<file path="config.mk">
export PLATFORM = sky130hd
export DESIGN_NAME = sleep_wake_ctrl
export DESIGN_NICKNAME = d
export VERILOG_FILES = /design/src/rtl/swc_pkg.sv /design/src/rtl/swc_ctrl_regs.sv /design/src/rtl/swc_event_unit.sv /design/src/rtl/swc_fsm.sv /design/src/rtl/sleep_wake_ctrl.sv
export SDC_FILE = /design/constraint.sdc
export NUM_CORES = 1
export LEC_CHECK = 0
export BUFFER_PORTS_ARGS = -buffer_cell sky130_fd_sc_hd__clkbuf_2
export CORE_MARGIN = 1
export CORE_UTILIZATION = 40
export CTS_CLUSTER_DIAMETER = 30
export DETAILED_ROUTE_END_ITERATION = 10
export GPL_ROUTABILITY_DRIVEN = 0
export PLACE_DENSITY = 0.83
export SYNTH_ARGS = -nofsm -noshare
export SYNTH_HDL_FRONTEND = slang
export SYNTH_HIERARCHICAL = 1
export SYNTH_SLANG_ARGS = --single-unit
</file>
<file path="constraint.sdc">
create_clock -name clk -period 5 [get_ports clk]
set_clock_uncertainty 0.1 [all_clocks]
set_input_delay 1 -clock clk [delete_from_list [all_inputs] [get_ports clk]]
set_output_delay 1 -clock clk [all_outputs]
set_load 0.01 [all_outputs]
</file>
<file path="src/rtl/swc_pkg.sv">
package swc_pkg;
    typedef enum logic [2:0] {
        ST_RUN  = 3'd0,
        ST_WFE  = 3'd1,
        ST_WFI  = 3'd2,
        ST_EXIT = 3'd3,
        ST_WAKE = 3'd4
    } swc_state_e;

    localparam int CTL_ANYPEND = 0;
    localparam int CTL_DEEP    = 1;
    localparam int CTL_EXITSLP = 2;
    localparam int CTL_BITS    = 3;

    localparam int ADDR_CTRL  = 0;
    localparam int ADDR_LATCH = 1;
endpackage

</file>
<file path="src/rtl/swc_ctrl_regs.sv">
module swc_ctrl_regs
    import swc_pkg::*;
#(
    parameter int ADDR_W = 2,
    parameter int DATA_W = 8
) (
    input  logic              clk,
    input  logic              rst_n,
    input  logic              wr_en,
    input  logic [ADDR_W-1:0] addr,
    input  logic [DATA_W-1:0] wdata,
    input  logic              evt_latch,
    output logic [DATA_W-1:0] rdata,
    output logic              ctl_anypend,
    output logic              ctl_deep,
    output logic              ctl_exitslp
);
    localparam logic [ADDR_W-1:0] A_CTRL  = ADDR_W'(ADDR_CTRL);
    localparam logic [ADDR_W-1:0] A_LATCH = ADDR_W'(ADDR_LATCH);

    logic [CTL_BITS-1:0] ctl_q;
    logic                unused_wdata_hi;

    assign unused_wdata_hi = ^wdata[DATA_W-1:CTL_BITS];

    always_ff @(posedge clk or negedge rst_n) begin
        if (!rst_n) begin
            ctl_q <= '0;
        end else if (wr_en && addr == A_CTRL) begin
            ctl_q <= wdata[CTL_BITS-1:0];
        end
    end

    always_comb begin
        rdata = '0;
        if (addr == A_CTRL) begin
            rdata[CTL_BITS-1:0] = ctl_q;
        end else if (addr == A_LATCH) begin
            rdata[0] = evt_latch;
        end
    end

    assign ctl_anypend = ctl_q[CTL_ANYPEND];
    assign ctl_deep    = ctl_q[CTL_DEEP];
    assign ctl_exitslp = ctl_q[CTL_EXITSLP];

    // a control write lands on the next edge
    p_ctrl_write_r2: assert property (@(posedge clk) disable iff (!rst_n)
        (wr_en && addr == A_CTRL) |=> (ctl_q == $past(wdata[CTL_BITS-1:0])));

    // without a control write the register holds
    p_ctrl_hold_r2: assert property (@(posedge clk) disable iff (!rst_n)
        !(wr_en && addr == A_CTRL) |=> $stable(ctl_q));
endmodule

</file>
<file path="src/rtl/swc_event_unit.sv">
module swc_event_unit #(
    parameter int NUM_IRQ = 8
) (
    input  logic               clk,
    input  logic               rst_n,
    input  logic               ctl_anypend,
    input  logic [NUM_IRQ-1:0] irq_pend,
    input  logic [NUM_IRQ-1:0] irq_en,
    input  logic               sev_strobe,
    input  logic               ext_event,
    input  logic               wfe_exec,
    input  logic               wfe_asleep,
    output logic               irq_wake,
    output logic               evt_now,
    output logic               evt_latch
);
    logic [NUM_IRQ-1:0] irq_qual;

    for (genvar i = 0; i < NUM_IRQ; i++) begin : g_qual
        assign irq_qual[i] = irq_pend[i] & (irq_en[i] | ctl_anypend);
    end

    assign irq_wake = |irq_qual;
    assign evt_now  = irq_wake | sev_strobe | ext_event;

    always_ff @(posedge clk or negedge rst_n) begin
        if (!rst_n) begin
            evt_latch <= 1'b0;
        end else if (wfe_exec) begin
            evt_latch <= 1'b0;
        end else if (wfe_asleep && evt_now) begin
            evt_latch <= 1'b0;
        end else if (evt_now) begin
            evt_latch <= 1'b1;
        end
    end

    // executing wait-for-event always empties the latch
    p_latch_clear_r7: assert property (@(posedge clk) disable iff (!rst_n)
        wfe_exec |=> !evt_latch);

    // an event outside wait-for-event is remembered
    p_latch_set_r6: assert property (@(posedge clk) disable iff (!rst_n)
        (evt_now && !wfe_exec && !wfe_asleep) |=> evt_latch);

    // disabled interrupts never qualify unless any-pending is set
    p_disabled_ignored_r3: assert property (@(posedge clk) disable iff (!rst_n)
        (!ctl_anypend && (irq_pend & irq_en) == '0) |-> !irq_wake);
endmodule

</file>
<file path="src/rtl/swc_fsm.sv">
module swc_fsm
    import swc_pkg::*;
(
    input  logic clk,
    input  logic rst_n,
    input  logic wfe_req,
    input  logic wfi_req,
    input  logic exc_ret_thread,
    input  logic ctl_deep,
    input  logic ctl_exitslp,
    input  logic evt_now,
    input  logic evt_latch,
    input  logic irq_wake,
    output logic wfe_exec,
    output logic wfe_asleep,
    output logic sleeping,
    output logic deep_sleep,
    output logic wake_pulse,
    output logic core_halt
);
    swc_state_e state_q, state_d;

    always_ff @(posedge clk or negedge rst_n) begin
        if (!rst_n) begin
            state_q <= ST_RUN;
        end else begin
            state_q <= state_d;
        end
    end

    always_comb begin
        state_d = state_q;
        unique case (state_q)
            ST_RUN: begin
                if (wfe_req) begin
                    state_d = (evt_latch || evt_now) ? ST_RUN : ST_WFE;
                end else if (wfi_req) begin
                    state_d = ST_WFI;
                end else if (exc_ret_thread && ctl_exitslp) begin
                    state_d = ST_EXIT;
                end
            end
            ST_WFE: begin
                if (evt_now) state_d = ST_WAKE;
            end
            ST_WFI, ST_EXIT: begin
                if (irq_wake) state_d = ST_WAKE;
            end
            ST_WAKE: state_d = ST_RUN;
            default: state_d = ST_RUN;
        endcase
    end

    always_comb begin
        sleeping   = 1'b0;
        wake_pulse = 1'b0;
        unique case (state_q)
            ST_WFE, ST_WFI, ST_EXIT: sleeping = 1'b1;
            ST_WAKE:                 wake_pulse = 1'b1;
            ST_RUN:                  sleeping = 1'b0;
            default:                 sleeping = 1'b0;
        endcase
        deep_sleep = sleeping & ctl_deep;
        core_halt  = sleeping;
    end

    assign wfe_exec   = (state_q == ST_RUN) && wfe_req;
    assign wfe_asleep = (state_q == ST_WFE);

    // the wake pulse never lasts two cycles
    p_wake_one_cycle_r11: assert property (@(posedge clk) disable iff (!rst_n)
        wake_pulse |=> !wake_pulse);

    // a sampled wake condition drops sleeping on the next cycle
    p_wake_drop_r11: assert property (@(posedge clk) disable iff (!rst_n)
        ((state_q == ST_WFE && evt_now) || ((state_q == ST_WFI || state_q == ST_EXIT) && irq_wake))
        |=> (wake_pulse && !sleeping));

    // non-interrupt events leave wait-for-interrupt sleep alone
    p_wfi_holds_r8: assert property (@(posedge clk) disable iff (!rst_n)
        ((state_q == ST_WFI || state_q == ST_EXIT) && !irq_wake) |=> sleeping);

    // handler return with sleep-on-exit sleeps next cycle
    p_exit_sleep_r10: assert property (@(posedge clk) disable iff (!rst_n)
        (state_q == ST_RUN && !wfe_req && !wfi_req && exc_ret_thread && ctl_exitslp) |=> sleeping);

    // only the run state acts on requests
    p_wake_to_run_r12: assert property (@(posedge clk) disable iff (!rst_n)
        wake_pulse |=> (!sleeping && !wake_pulse));
endmodule

</file>
<file path="src/rtl/sleep_wake_ctrl.sv">
module sleep_wake_ctrl #(
    parameter int NUM_IRQ = 8,
    parameter int ADDR_W  = 2,
    parameter int DATA_W  = 8
) (
    input  logic               clk,
    input  logic               rst_n,
    input  logic               reg_wr_en,
    input  logic [ADDR_W-1:0]  reg_addr,
    input  logic [DATA_W-1:0]  reg_wdata,
    output logic [DATA_W-1:0]  reg_rdata,
    input  logic               wfe_req,
    input  logic               wfi_req,
    input  logic               sev_strobe,
    input  logic               ext_event,
    input  logic               exc_ret_thread,
    input  logic [NUM_IRQ-1:0] irq_pend,
    input  logic [NUM_IRQ-1:0] irq_en,
    output logic               sleeping,
    output logic               deep_sleep,
    output logic               wake_pulse,
    output logic               core_halt
);
    logic ctl_anypend, ctl_deep, ctl_exitslp;
    logic irq_wake, evt_now, evt_latch;
    logic wfe_exec, wfe_asleep;

    swc_ctrl_regs #(.ADDR_W(ADDR_W), .DATA_W(DATA_W)) u_regs (
        .clk         (clk),
        .rst_n       (rst_n),
        .wr_en       (reg_wr_en),
        .addr        (reg_addr),
        .wdata       (reg_wdata),
        .evt_latch   (evt_latch),
        .rdata       (reg_rdata),
        .ctl_anypend (ctl_anypend),
        .ctl_deep    (ctl_deep),
        .ctl_exitslp (ctl_exitslp)
    );

    swc_event_unit #(.NUM_IRQ(NUM_IRQ)) u_evt (
        .clk         (clk),
        .rst_n       (rst_n),
        .ctl_anypend (ctl_anypend),
        .irq_pend    (irq_pend),
        .irq_en      (irq_en),
        .sev_strobe  (sev_strobe),
        .ext_event   (ext_event),
        .wfe_exec    (wfe_exec),
        .wfe_asleep  (wfe_asleep),
        .irq_wake    (irq_wake),
        .evt_now     (evt_now),
        .evt_latch   (evt_latch)
    );

    swc_fsm u_fsm (
        .clk            (clk),
        .rst_n          (rst_n),
        .wfe_req        (wfe_req),
        .wfi_req        (wfi_req),
        .exc_ret_thread (exc_ret_thread),
        .ctl_deep       (ctl_deep),
        .ctl_exitslp    (ctl_exitslp),
        .evt_now        (evt_now),
        .evt_latch      (evt_latch),
        .irq_wake       (irq_wake),
        .wfe_exec       (wfe_exec),
        .wfe_asleep     (wfe_asleep),
        .sleeping       (sleeping),
        .deep_sleep     (deep_sleep),
        .wake_pulse     (wake_pulse),
        .core_halt      (core_halt)
    );
endmodule

</file>
==> flow_metrics.env <==
export IMPL_dp_cells=103
export IMPL_synth_area_per_cell_um2=9.809
export IMPL_cts_root_buffer="clkbuf_4"
export IMPL_pwr_density_cell_nw_per_um2=345.8
export IMPL_initial_utilization_pct=46.31
export IMPL_synth_seq_area_share_pct=31.89
export IMPL_insertedDiodeCount=0
export IMPL_maxSlewViolCount=0
export IMPL_cts_hold_fix_buffers=0
export IMPL_synth_area_top_cells="dfrtp_1, buf_4, mux2_2"
export IMPL_ff2ff_setup_slack_ps=3310
export IMPL_ios=46
export IMPL_yosysWarnings=6
export IMPL_rows=12
export IMPL_ir_drop_mv=0.2771
export IMPL_worstSetupStartpointType="input pin"
export IMPL_yosysTopAreaCell="dfrtp_1"
export IMPL_endpoint="reg_rdata[0]"
export IMPL_fin_nets=128
export IMPL_max_freq_ghz=0.3835
export IMPL_post_dp_hpwl_um=1025
export IMPL_cts_sinks=7
export IMPL_cp_end_kind="output port"
export IMPL_p_leak_nw=0.3615
export IMPL_dieWidth_um=39.06
export IMPL_r2r_end="u_fsm/state_q[0]"
export IMPL_drc_errors=0
export IMPL_worstHoldPathType="reg2reg"
export IMPL_cts_setup_buffers=0
export IMPL_worst_path_max_fanout=4
export IMPL_setup_viol=0
export IMPL_routed_via_density=5.000
export IMPL_grt_pass1_vias=503
export IMPL_status="finished, final reports clean"
export IMPL_tritoncts="done"
export IMPL_synth_flop_cell="dfrtp_1"
export IMPL_ys_top_cells_by_count="dfrtp_1, nor2_1, buf_4, a21oi_1, a22oi_1"
export IMPL_setup_tns_final_ps=0
export IMPL_num_vias=535
export IMPL_numPortBuffers=35
export IMPL_synth_edff_count=0
export IMPL_finalCritPeriodShare_pct=52.15
export IMPL_track_usage_pct=20.27
export IMPL_crit_required_ps=3900
export IMPL_synthArstFlopShare_pct=100.0
export IMPL_core_area_um2=1186
export IMPL_placed_area_um2=711.9
export IMPL_syn_area_um2=549.3
export IMPL_min_period_ps=2607
export IMPL_postLayoutCellArea_um2=738.2
export IMPL_yosysTopAreaCellShare_pct=31.89
export IMPL_clk_latency_ps=250
export IMPL_arrival_ps=1510
export IMPL_reg2reg_depth=5
export IMPL_layout_drive_gt1_share_pct=52.69
export IMPL_holdWs_ps=432.6
export IMPL_die_y_um=39.06
export IMPL_drtAntennaViolNets=0
export IMPL_cts_htree_levels=1
export IMPL_wire_per_inst_um=11.17
export IMPL_dieArea_um2=1525
export IMPL_timing_rr_start="u_regs/ctl_q[0]"
export IMPL_worst_slew_pin_slew_ps=479.9
export IMPL_path_clk_slew_ps=50
export IMPL_ys_ff_latch=7
export IMPL_finalHoldViolations=0
export IMPL_nFillCells=111
export IMPL_synthCells=56
export IMPL_numCtsBuffers=3
export IMPL_synth_cell_types=26
export IMPL_grt_max_degree=8
export IMPL_dr_pass1_iters=4
export IMPL_gr_total_overflow=0
export IMPL_min_delay_start="u_regs/ctl_q[1]"
export IMPL_max_slew_margin_pct=67.56
export IMPL_timing_worst_setup_path_type="in2out"
export IMPL_final_util_pct=62.24
export IMPL_crit_start="reg_addr[0]"
export IMPL_cts_resized_gates=0
export IMPL_drtIter0Drc=8
export IMPL_clockBufferDepth=2
export IMPL_rsz0062_at_grt="false"
export IMPL_grt_pass1_wl_um=1987
export IMPL_syn2layout_area_growth_pct=34.40
export IMPL_wl_um=1195
export IMPL_fin_cells=107
export IMPL_cap_violations=0
export IMPL_antenna_found_initial=0
-- flip-flops by register name, indices dropped and copies added (netlist names) --
register,flops
u_regs/ctl_q,3
u_fsm/state_q,3
u_evt/evt_latch,1
-- power by group --
part	switching [mW]	leakage, nW	internal (mW)
clock	0.0222	0.0150	0.0305
sequential	0.0206	0.0858	0.0741
combinational	0.0489	0.261	0.0589
-- worst min-delay path by stage --
| stage | to | cells after the start |
|---|---|---|
| floorplan | u_regs/ctl_q[1] | 1 |
| global placement | u_regs/ctl_q[1] | 1 |
| detailed placement | u_regs/ctl_q[1] | 1 |
| CTS | u_regs/ctl_q[1] | 1 |
| global route | u_regs/ctl_q[2] | 1 |
| finish | u_regs/ctl_q[1] | 1 |
-- layer usage --
metal  up-vias  share of wire, %  track usage [%]  routed length (µm)
met5         -                 0                0                   0
met3         5               4.8            3.468                  57
met4         0               3.0            15.52                  36
met1       240                41            21.79                 489
met2        19                51            34.58                 612
li1        271                 -                -                   -
-- stage by stage --
step                      power, mW  setup WS [ps]
after floorplan              0.1703           2389
after global placement       0.2020           2178
after detailed placement     0.2042           2176
after CTS                    0.2590           2387
after global routing         0.2747           2232
final                        0.2553           2393
-- placed cells by master (no fill, tap or decap), drive strengths merged --
master / netlist / routed
inv: 1 / 1
a21oi: 5 / 5
nand2: 1 / 1
nor3b: 3 / 3
nor4: 2 / 2
nor2b: 1 / 1
a22oi: 4 / 4
or2: 1 / 1
mux2: 4 / 4
a2111oi: 1 / 1
conb: 1 / 5
or4: 1 / 1
nor4b: 1 / 1
clkbuf: 0 / 39
nand2b: 2 / 2
a21o: 2 / 2
and2: 3 / 3
mux2i: 1 / 1
nand4: 1 / 1
nor2: 7 / 7
dfrtp: 7 / 7
o32a: 1 / 1
-- cells by family (layout without fill, tap and decap cells) --
family / count (synthesis) / after routing / synth area share [%]
AO/OA/AOI/OAI: 13 / 13 / 19.82
buffers and inverters: 7 / 40 / 8.883
flip-flops: 7 / 7 / 31.89
multiplexers: 5 / 5 / 10.70
other: 1 / 5 / 0.6827
AND/OR/NAND/NOR: 23 / 23 / 28.02
-- layout make-up --
cell class,instances,area (µm²),area share (%)
Clock buffer,4,26.28,3.559
Inverter,1,3.754,0.5085
Multi-Input combinational cell,46,340.3,46.10
Sequential cell,7,175.2,23.73
Tap cell,14,17.52,2.373
Timing Repair Buffer,35,175.2,23.73
-- critical path: stages --
cell,delay [ps]
clkbuf_2,130
mux2i_1,200
nor2_1,60
clkbuf_2,120
Power figures use the tool's default switching activity.
